$ cat src/rtl/bankmap_pkg.sv
// Package bankmap_pkg
// Shared widths and the view encoding of the dual-view bank mapper.
// Assumes a byte-addressed ROM of 2**(BM_BASE_W + BM_REGION_W) bytes.
package bankmap_pkg;
    localparam int unsigned BM_BANKS     = 4;
    localparam int unsigned BM_REG_W     = 8;
    localparam int unsigned BM_BUS_W     = 24;
    localparam int unsigned BM_REGION_W  = 20;
    localparam int unsigned BM_BASE_W    = 3;
    localparam int unsigned BM_WIN_W     = 15;
    localparam int unsigned BM_CFG_W     = 3;
    localparam int unsigned BM_CFG_FIRST = 4;
    localparam int unsigned BM_ROM_W     = BM_BASE_W + BM_REGION_W;

    typedef enum logic {
        VIEW_PAGED  = 1'b0,
        VIEW_LINEAR = 1'b1
    } bm_view_e;
endpackage

$ cat src/rtl/bankmap_regfile.sv
// Module bankmap_regfile
// Holds the bank registers and serves the configuration write and read port.
// Register n sits at offset CFG_FIRST+n and resets to the value n.
// Offsets outside that window read as zero, and writes to them are dropped.
// Read data is combinational, so a read in the cycle of a write shows the old value.
module bankmap_regfile #(
    parameter int unsigned NUM       = 4,
    parameter int unsigned REG_W     = 8,
    parameter int unsigned CFG_W     = 3,
    parameter int unsigned CFG_FIRST = 4
) (
    input  logic                      clk,
    input  logic                      rst_n,
    input  logic                      wr_en,
    input  logic [CFG_W-1:0]          cfg_addr,
    input  logic [REG_W-1:0]          wdata,
    output logic [REG_W-1:0]          rdata,
    output logic [NUM-1:0][REG_W-1:0] regs_o
);
    localparam int unsigned IDX_W = (NUM > 1) ? $clog2(NUM) : 1;

    logic             hit;
    logic [IDX_W-1:0] idx;
    logic [CFG_W-1:0] rel;

    // Decode whether the offset falls inside the register window, and which register it names.
    always_comb begin
        rel = cfg_addr - CFG_W'(CFG_FIRST);
        hit = (32'(cfg_addr) >= CFG_FIRST) && (32'(cfg_addr) < CFG_FIRST + NUM);
        idx = IDX_W'(rel);
    end

    // Return the addressed register, or zero outside the window.
    always_comb begin
        rdata = hit ? regs_o[idx] : '0;
    end

    for (genvar g = 0; g < NUM; g++) begin : g_bank
        logic [REG_W-1:0] q;

        // Reset to the identity value g; load on a write that names this register.
        always_ff @(posedge clk) begin
            if (!rst_n)
                q <= REG_W'(g);
            else if (wr_en && hit && (idx == IDX_W'(g)))
                q <= wdata;
        end

        assign regs_o[g] = q;

        AST_RESET_IDENTITY: assert property (@(posedge clk) disable iff (!rst_n)
            $rose(rst_n) |-> (q == REG_W'(g)));
    end

    AST_WRITE_LANDS: assert property (@(posedge clk) disable iff (!rst_n)
        (wr_en && hit) |=> (regs_o[$past(idx)] == $past(wdata)));

    AST_OUTSIDE_WRITE_INERT: assert property (@(posedge clk) disable iff (!rst_n)
        (wr_en && !hit) |=> $stable(regs_o));
endmodule

$ cat src/rtl/bankmap_xlate.sv
// Module bankmap_xlate
// Combinational translation for one address view, chosen by the LINEAR parameter.
// Paged view: the index is the bits just above the region, the base is taken from
// the register only when its top bit is set, and the window offset skips bus bit WIN_W.
// Linear view: the index is the bits just above the region, and the base always
// comes from the register.
module bankmap_xlate #(
    parameter bit          LINEAR   = 1'b0,
    parameter int unsigned NUM      = 4,
    parameter int unsigned REG_W    = 8,
    parameter int unsigned BUS_W    = 24,
    parameter int unsigned REGION_W = 20,
    parameter int unsigned BASE_W   = 3,
    parameter int unsigned WIN_W    = 15
) (
    input  logic [NUM-1:0][REG_W-1:0]   regs,
    input  logic [BUS_W-1:0]            bus_addr,
    output logic [BASE_W+REGION_W-1:0]  phys
);
    localparam int unsigned IDX_W = (NUM > 1) ? $clog2(NUM) : 1;
    localparam int unsigned HI_W  = REGION_W - WIN_W;

    logic [IDX_W-1:0]    idx;
    logic [REG_W-1:0]    sel;
    logic [BASE_W-1:0]   base;
    logic [REGION_W-1:0] offset;
    logic                unused_bits;

    if (LINEAR) begin : g_linear
        // Linear view: index above the region, base always from the register.
        always_comb begin
            idx    = bus_addr[REGION_W +: IDX_W];
            sel    = regs[idx];
            base   = sel[BASE_W-1:0];
            offset = bus_addr[REGION_W-1:0];
        end
    end else begin : g_paged
        // Paged view: index one bit higher, and the top register bit chooses override or identity.
        always_comb begin
            idx    = bus_addr[REGION_W+1 +: IDX_W];
            sel    = regs[idx];
            base   = sel[REG_W-1] ? sel[BASE_W-1:0] : BASE_W'(idx);
            offset = {bus_addr[REGION_W -: HI_W], bus_addr[WIN_W-1:0]};
        end
    end

    // Place the base above the region offset.
    always_comb begin
        phys = {base, offset};
    end

    assign unused_bits = ^{bus_addr, regs};
endmodule

$ cat src/rtl/dual_view_bank_mapper.sv
// Module dual_view_bank_mapper
// Top level. The register file feeds two view translators, and view_linear picks
// which result drives rom_addr. The output is combinational from the registers
// and the bus, so a write becomes visible only after the edge that captures it.
module dual_view_bank_mapper
    import bankmap_pkg::*;
#(
    parameter int unsigned NUM       = BM_BANKS,
    parameter int unsigned REG_W     = BM_REG_W,
    parameter int unsigned BUS_W     = BM_BUS_W,
    parameter int unsigned REGION_W  = BM_REGION_W,
    parameter int unsigned BASE_W    = BM_BASE_W,
    parameter int unsigned WIN_W     = BM_WIN_W,
    parameter int unsigned CFG_W     = BM_CFG_W,
    parameter int unsigned CFG_FIRST = BM_CFG_FIRST,
    localparam int unsigned ROM_W    = BASE_W + REGION_W
) (
    input  logic             clk,
    input  logic             rst_n,
    input  logic             cfg_wr,
    input  logic [CFG_W-1:0] cfg_addr,
    input  logic [REG_W-1:0] cfg_wdata,
    output logic [REG_W-1:0] cfg_rdata,
    input  logic [BUS_W-1:0] bus_addr,
    input  logic             view_linear,
    output logic [ROM_W-1:0] rom_addr
);
    localparam int unsigned IDX_W = (NUM > 1) ? $clog2(NUM) : 1;

    logic [NUM-1:0][REG_W-1:0] bank_regs;
    logic [ROM_W-1:0]          paged_phys;
    logic [ROM_W-1:0]          linear_phys;
    bm_view_e                  view;

    bankmap_regfile #(
        .NUM(NUM), .REG_W(REG_W), .CFG_W(CFG_W), .CFG_FIRST(CFG_FIRST)
    ) u_regs (
        .clk(clk), .rst_n(rst_n), .wr_en(cfg_wr), .cfg_addr(cfg_addr),
        .wdata(cfg_wdata), .rdata(cfg_rdata), .regs_o(bank_regs)
    );

    bankmap_xlate #(
        .LINEAR(1'b0), .NUM(NUM), .REG_W(REG_W), .BUS_W(BUS_W),
        .REGION_W(REGION_W), .BASE_W(BASE_W), .WIN_W(WIN_W)
    ) u_paged (
        .regs(bank_regs), .bus_addr(bus_addr), .phys(paged_phys)
    );

    bankmap_xlate #(
        .LINEAR(1'b1), .NUM(NUM), .REG_W(REG_W), .BUS_W(BUS_W),
        .REGION_W(REGION_W), .BASE_W(BASE_W), .WIN_W(WIN_W)
    ) u_linear (
        .regs(bank_regs), .bus_addr(bus_addr), .phys(linear_phys)
    );

    // Pick the translation that the requested view asks for.
    always_comb begin
        view     = bm_view_e'(view_linear);
        rom_addr = (view == VIEW_LINEAR) ? linear_phys : paged_phys;
    end

    AST_WINDOW_LOW_PASS: assert property (@(posedge clk) disable iff (!rst_n)
        rom_addr[WIN_W-1:0] == bus_addr[WIN_W-1:0]);

    AST_PAGED_IDENTITY: assert property (@(posedge clk) disable iff (!rst_n)
        (!view_linear && !bank_regs[bus_addr[REGION_W+1 +: IDX_W]][REG_W-1])
        |-> (rom_addr[ROM_W-1 -: BASE_W] == BASE_W'(bus_addr[REGION_W+1 +: IDX_W])));

    AST_PAGED_OVERRIDE: assert property (@(posedge clk) disable iff (!rst_n)
        (!view_linear && bank_regs[bus_addr[REGION_W+1 +: IDX_W]][REG_W-1])
        |-> (rom_addr[ROM_W-1 -: BASE_W] == bank_regs[bus_addr[REGION_W+1 +: IDX_W]][BASE_W-1:0]));

    AST_LINEAR_BASE: assert property (@(posedge clk) disable iff (!rst_n)
        view_linear |-> ((rom_addr[ROM_W-1 -: BASE_W] == bank_regs[bus_addr[REGION_W +: IDX_W]][BASE_W-1:0])
                         && (rom_addr[REGION_W-1:0] == bus_addr[REGION_W-1:0])));

    AST_MAP_HOLDS: assert property (@(posedge clk) disable iff (!rst_n)
        (!$past(cfg_wr) && $stable(bus_addr) && $stable(view_linear)) |-> $stable(rom_addr));
endmodule

$ cat config.mk
export PLATFORM = sky130hd
export DESIGN_NAME = dual_view_bank_mapper
export DESIGN_NICKNAME = d
export VERILOG_FILES = /design/src/rtl/bankmap_pkg.sv /design/src/rtl/bankmap_regfile.sv /design/src/rtl/bankmap_xlate.sv /design/src/rtl/dual_view_bank_mapper.sv
export SDC_FILE = /design/constraint.sdc
export NUM_CORES = 1
export LEC_CHECK = 0
export BUFFER_PORTS_ARGS = -buffer_cell sky130_fd_sc_hd__buf_2
export CAP_MARGIN = 40
export CORE_ASPECT_RATIO = 0.5
export CORE_MARGIN = 2
export CORE_UTILIZATION = 44
export DETAILED_ROUTE_END_ITERATION = 8
export PLACE_DENSITY = 0.7
export SLEW_MARGIN = 20
export SYNTH_ARGS = -nofsm -noshare
export SYNTH_HDL_FRONTEND = slang
export SYNTH_HIERARCHICAL = 1
export SYNTH_SLANG_ARGS = --single-unit
$ cat constraint.sdc
create_clock -name clk -period 2.35 [get_ports clk]
set_clock_uncertainty 0.2 [all_clocks]
set_input_delay 0.3525 -clock clk [delete_from_list [all_inputs] [get_ports clk]]
set_output_delay 0.3525 -clock clk [all_outputs]
set_load 0.02 [all_outputs]
* Word-level counts from Yosys, hierarchy flattened *
Cells that the tools add are included.
W data, S select, Z words.

storage, ports and cells
  bits in registers = 32
  logic and storage cells = 27

operators by class
  muxes and demuxes = 9
  $add $sub $neg = 1
  reduce and logical (&&, ||, !) cells = 6
  $lt $le $gt $ge = 4
  equality and inequality tests = 3

operators by type and width
  cell                   number
  $bmux W8 S2            3
  $mux W8                3
  $mux W23               1
  $lt A2 B3 Y1 const B   3
  $mux W3                2
  $logic_and A1 B1 Y1    5
  $eq A2 B2 Y1 const B   2
  $ge A3 B3 Y1 const B   1
  $eq A2 B1 Y1 const B   1
  $logic_not A2 Y1       1
  $sub A2 B1 Y2 const B  1

* Depth between registers and ports, before layout *
  depth in word-level cells = 4
  depth in mapped cells = 4
  depth with buffers taken out = 3

* By module *
The synthesis kept the hierarchy.

by module, submodules not included
  module                     instances  area each (um^2)  cells each
  bankmap_regfile            1          1,480.2           148
  bankmap_xlate at u_paged   1          309.0             32
  dual_view_bank_mapper      1          281.5             25
  bankmap_xlate at u_linear  1          229.0             23

* Worst setup path before layout *
No wires, ideal clock.

  path type = input to output
  start = input port bus_addr[21]
  end = output port rom_addr[21]
  arrival time = 1.465 ns
  buffers on the path = 1
  required time = 1.798 ns
  slack = 0.333 ns
  stages = 4
  cells stage by stage = buf_6 -> mux4_2 -> a22o_1 -> mux2_2

on the way
  longest elaborated chain between the ends = 4
  elaborated cells on any way between the ends = 6

ends and longest elaborated chain
  what                           line                         RTL
  start, declared                dual_view_bank_mapper.sv:24  input logic [BUS_W-1:0] bus_addr,
  $bmux W8 S2                    bankmap_xlate.sv:41          sel = regs[idx];
  $mux W8 (implied by the code)  bankmap_xlate.sv:41
  $mux W3                        bankmap_xlate.sv:42          base = sel[REG_W-1] ? sel[BASE_W-1:0] : BASE_W'(idx);
  named net paged_phys[21]       dual_view_bank_mapper.sv:31  logic [ROM_W-1:0] paged_phys;
  $mux W23                       dual_view_bank_mapper.sv:59  rom_addr = (view == VIEW_LINEAR) ? linear_phys : paged_phys;
  end, declared                  dual_view_bank_mapper.sv:26  output logic [ROM_W-1:0] rom_addr

The timed path passes the listed nets, and every way through them passes these cells. The select of a mux whose other input is x is not followed.

* Worst setup path after layout *
  start = register u_regs.g_bank[3].q[7]
  end = output port rom_addr[21]

on the way
  longest elaborated chain between the ends = 4

ends and longest elaborated chain
  what                           line                         RTL
  start, declared                bankmap_regfile.sv:39        logic [REG_W-1:0] q;
  start signal, assigned         bankmap_regfile.sv:44        q <= REG_W'(g);
  start signal, assigned         bankmap_regfile.sv:46        q <= wdata;
  $bmux W8 S2                    bankmap_xlate.sv:41
  $mux W8 (implied by the code)  bankmap_xlate.sv:41
  $mux W3                        bankmap_xlate.sv:42
  named net paged_phys[21]       dual_view_bank_mapper.sv:31
  $mux W23                       dual_view_bank_mapper.sv:59

The timed path passes the listed nets, and every way through them passes these cells. The select of a mux whose other input is x is not followed.

==> impl_metrics.json <==
{
  "drc": 0,
  "antenna_found_initial": 0,
  "root_buffer": "clkbuf_8",
  "hpwl_um": 3150,
  "end_kind": "primary output",
  "clockBufferDepth": 2,
  "power_density_nw_per_um2": 537,
  "top_usage_layer": "met2",
  "routed_wl_um": 4380,
  "rsz0062_at_grt": "false",
  "use_met3_pct": 4.33,
  "area_growth_pct": 7.24,
  "syn_nets": 267,
  "num_rows": 18,
  "worst_pin_slew_ns": 0.646,
  "largest-register": "u_regs/g_bank.q",
  "cts_setup_buffers": 0,
  "layout.nets": 293,
  "ios": 70,
  "report.final.slew_viol_count": 0,
  "critical_path_class": "register to primary output",
  "grt_usage_pct": 15.6,
  "crit_slowest_cell": "mux4_2",
  "cts_tree": "built",
  "start_kind": "register",
  "max-slew-margin-rel_pct": 56.9,
  "holdCritPathClass": "input port to register",
  "netlist_instances": 228,
  "max-cap-violations": 0,
  "crit_fanout": 5,
  "htreeDepth": 2,
  "gp_congestion": 0.737,
  "outcome": "finished, final reports clean",
  "grt_start_max_net_pins": 43,
  "coreArea_um2": 4980,
  "fin_tns_setup_ns": 0,
  "seq_area_frac_synth_pct": 27.9,
  "initial_core_util_pct": 46.2,
  "fmax_mhz": 432,
  "final_common_cell": "buf_2",
  "ant_nets": 0,
  "regArea_um2": 643,
  "die_w_um": 106,
  "largest_reg_flops": 32,
  "cts_resized": 0,
  "drtIter0Drc": 63,
  "cts-hold-fix-buffers": 0,
  "firstDrtPassIters": 4,
  "die_h_um": 55.1,
  "antenna_cells": 0,
  "leakage_nw": 1.20,
  "yosys_warnings": 6,
  "path_cells": "mux4_2 -> a22o_1 -> mux2_2 -> buf_2",
  "multiInputGateArea_um2": 1250,
  "clk_pin_slew_ns": 0.06,
  "synth_seq_cells": 32,
  "vias": 1635,
  "port_buffers": 68,
  "hold_viol_final": 0,
  "grt_pass1_vias": 1506,
  "cts.sinks": 32,
  "cts_buffers": 5,
  "drive_gt1_share_pct": 42.4,
  "detail_route.wl_per_cell_um": 13.5,
  "grt-ovfl-total": 0,
  "die_area_um2": 5860,
  "reg_top3": "u_regs/g_bank.q: 32 flops",
  "fillers": 462,
  "syn-cell-area_um2": 2300,
  "finalSetupViolCount": 0,
  "crit_required_ns": 1.80,
  "met1_usage_pct": 16.5,
  "vdd_drop_max_mv": 0.213,
  "reg2reg_slack_ns": 1.47,
  "finalCritPeriodShare_pct": 98.4,
  "vias_per_cell": 5.03,
  "fin_hold_ws_ns": 0.151,
  "max_stage_delay_ns": 0.50,
  "ys_types": 19,
  "synth_area_per_cell_um2": 10.1,
  "finalCriticalPeriod_ns": 2.31,
  "final_cell_mix": "buf_2 (68), mux2i_1 (49), nand2_1 (37), dfxtp_1 (30), mux2_2 (23)",
  "cp.arrival_ns": 1.76,
  "use_met2_pct": 28.5,
  "grt_pass1_wl_um": 6800,
  "insertion_delay_ns": 0.28
}
[kinds of logic after synthesis]
| logic type | after synthesis | share of synthesized area [%] |
|---|---|---|
| AO/OA/AOI/OAI | 9 | 2.56 |
| buffers and inverters | 54 | 17.8 |
| flip-flops | 32 | 27.9 |
| multiplexers | 79 | 40.3 |
| AND/OR/NAND/NOR | 54 | 11.5 |
[metrics by stage]
stage | util, % | worst slack, ns | total power [mW] | area (um^2) | std cells
2_1_floorplan | - | 0.333 | 0.791 | 2300 | 228
3_3_place_gp | 47.3 | 0.115 | 0.820 | 2360 | 317
3_5_place_dp | 47.3 | 0.114 | 0.826 | 2360 | 317
4_1_cts | 49.5 | 0.00991 | 1.34 | 2460 | 325
5_1_grt | 49.5 | 0.00327 | 1.38 | 2470 | 325
6_report | 49.5 | 0.0364 | 1.32 | 2470 | 325
[area by class of cell]
type                       instances  area share, %
clock buffer                       6           2.94
sequential                        32           26.1
tap                               70           3.55
multi-input combinational        142           50.7
timing repair buffer              73           15.3
clock inverter                     2           1.42
[routing by layer]
layer	part of all wire [%]	vias up
met5	0	-
met4	3.2	0
met3	7.3	14
met2	47	56
met1	43	749
li1	-	816
[cells in the mapped netlist (all sizes together)]
| cell | count | area [um^2] |
|---|---|---|
| nand4b | 2 | 17.5 |
| and2 | 3 | 18.8 |
| buf | 50 | 394 |
| clkbuf | 4 | 15.0 |
| nand2b | 3 | 18.8 |
| o22ai | 8 | 50.1 |
| and4bb | 1 | 12.5 |
| nand4 | 1 | 12.5 |
| mux2 | 23 | 259 |
| mux2i | 49 | 490 |
| mux4 | 7 | 176 |
| nand2 | 37 | 139 |
| and4 | 1 | 8.76 |
| dfxtp | 32 | 641 |
| a22o | 1 | 8.76 |
| nor2b | 6 | 37.5 |
[power by group]
group	total (mW)	switching (mW)	internal [mW]
Sequential	0.564	0.00891	0.555
Combinational	0.250	0.137	0.113
Clock	0.510	0.196	0.314
[worst max-delay path, delay by kind of cell (launching register included)]
family          cells  cell delay, ns
mux                 2            0.75
buf+inv             1            0.16
flops               1            0.35
compound gates      1            0.23
[final timing paths]
check,start,end,depth (start not counted)
max,u_regs/g_bank[3].q[7],rom_addr[21],4
min reg2reg,u_regs/g_bank[0].q[4],u_regs/g_bank[0].q[4],2
max reg2reg,u_regs/g_bank[0].q[7],u_regs/g_bank[0].q[7],2
min,cfg_wdata[1],u_regs/g_bank[2].q[1],3
(Power assumes the default switching activity.)
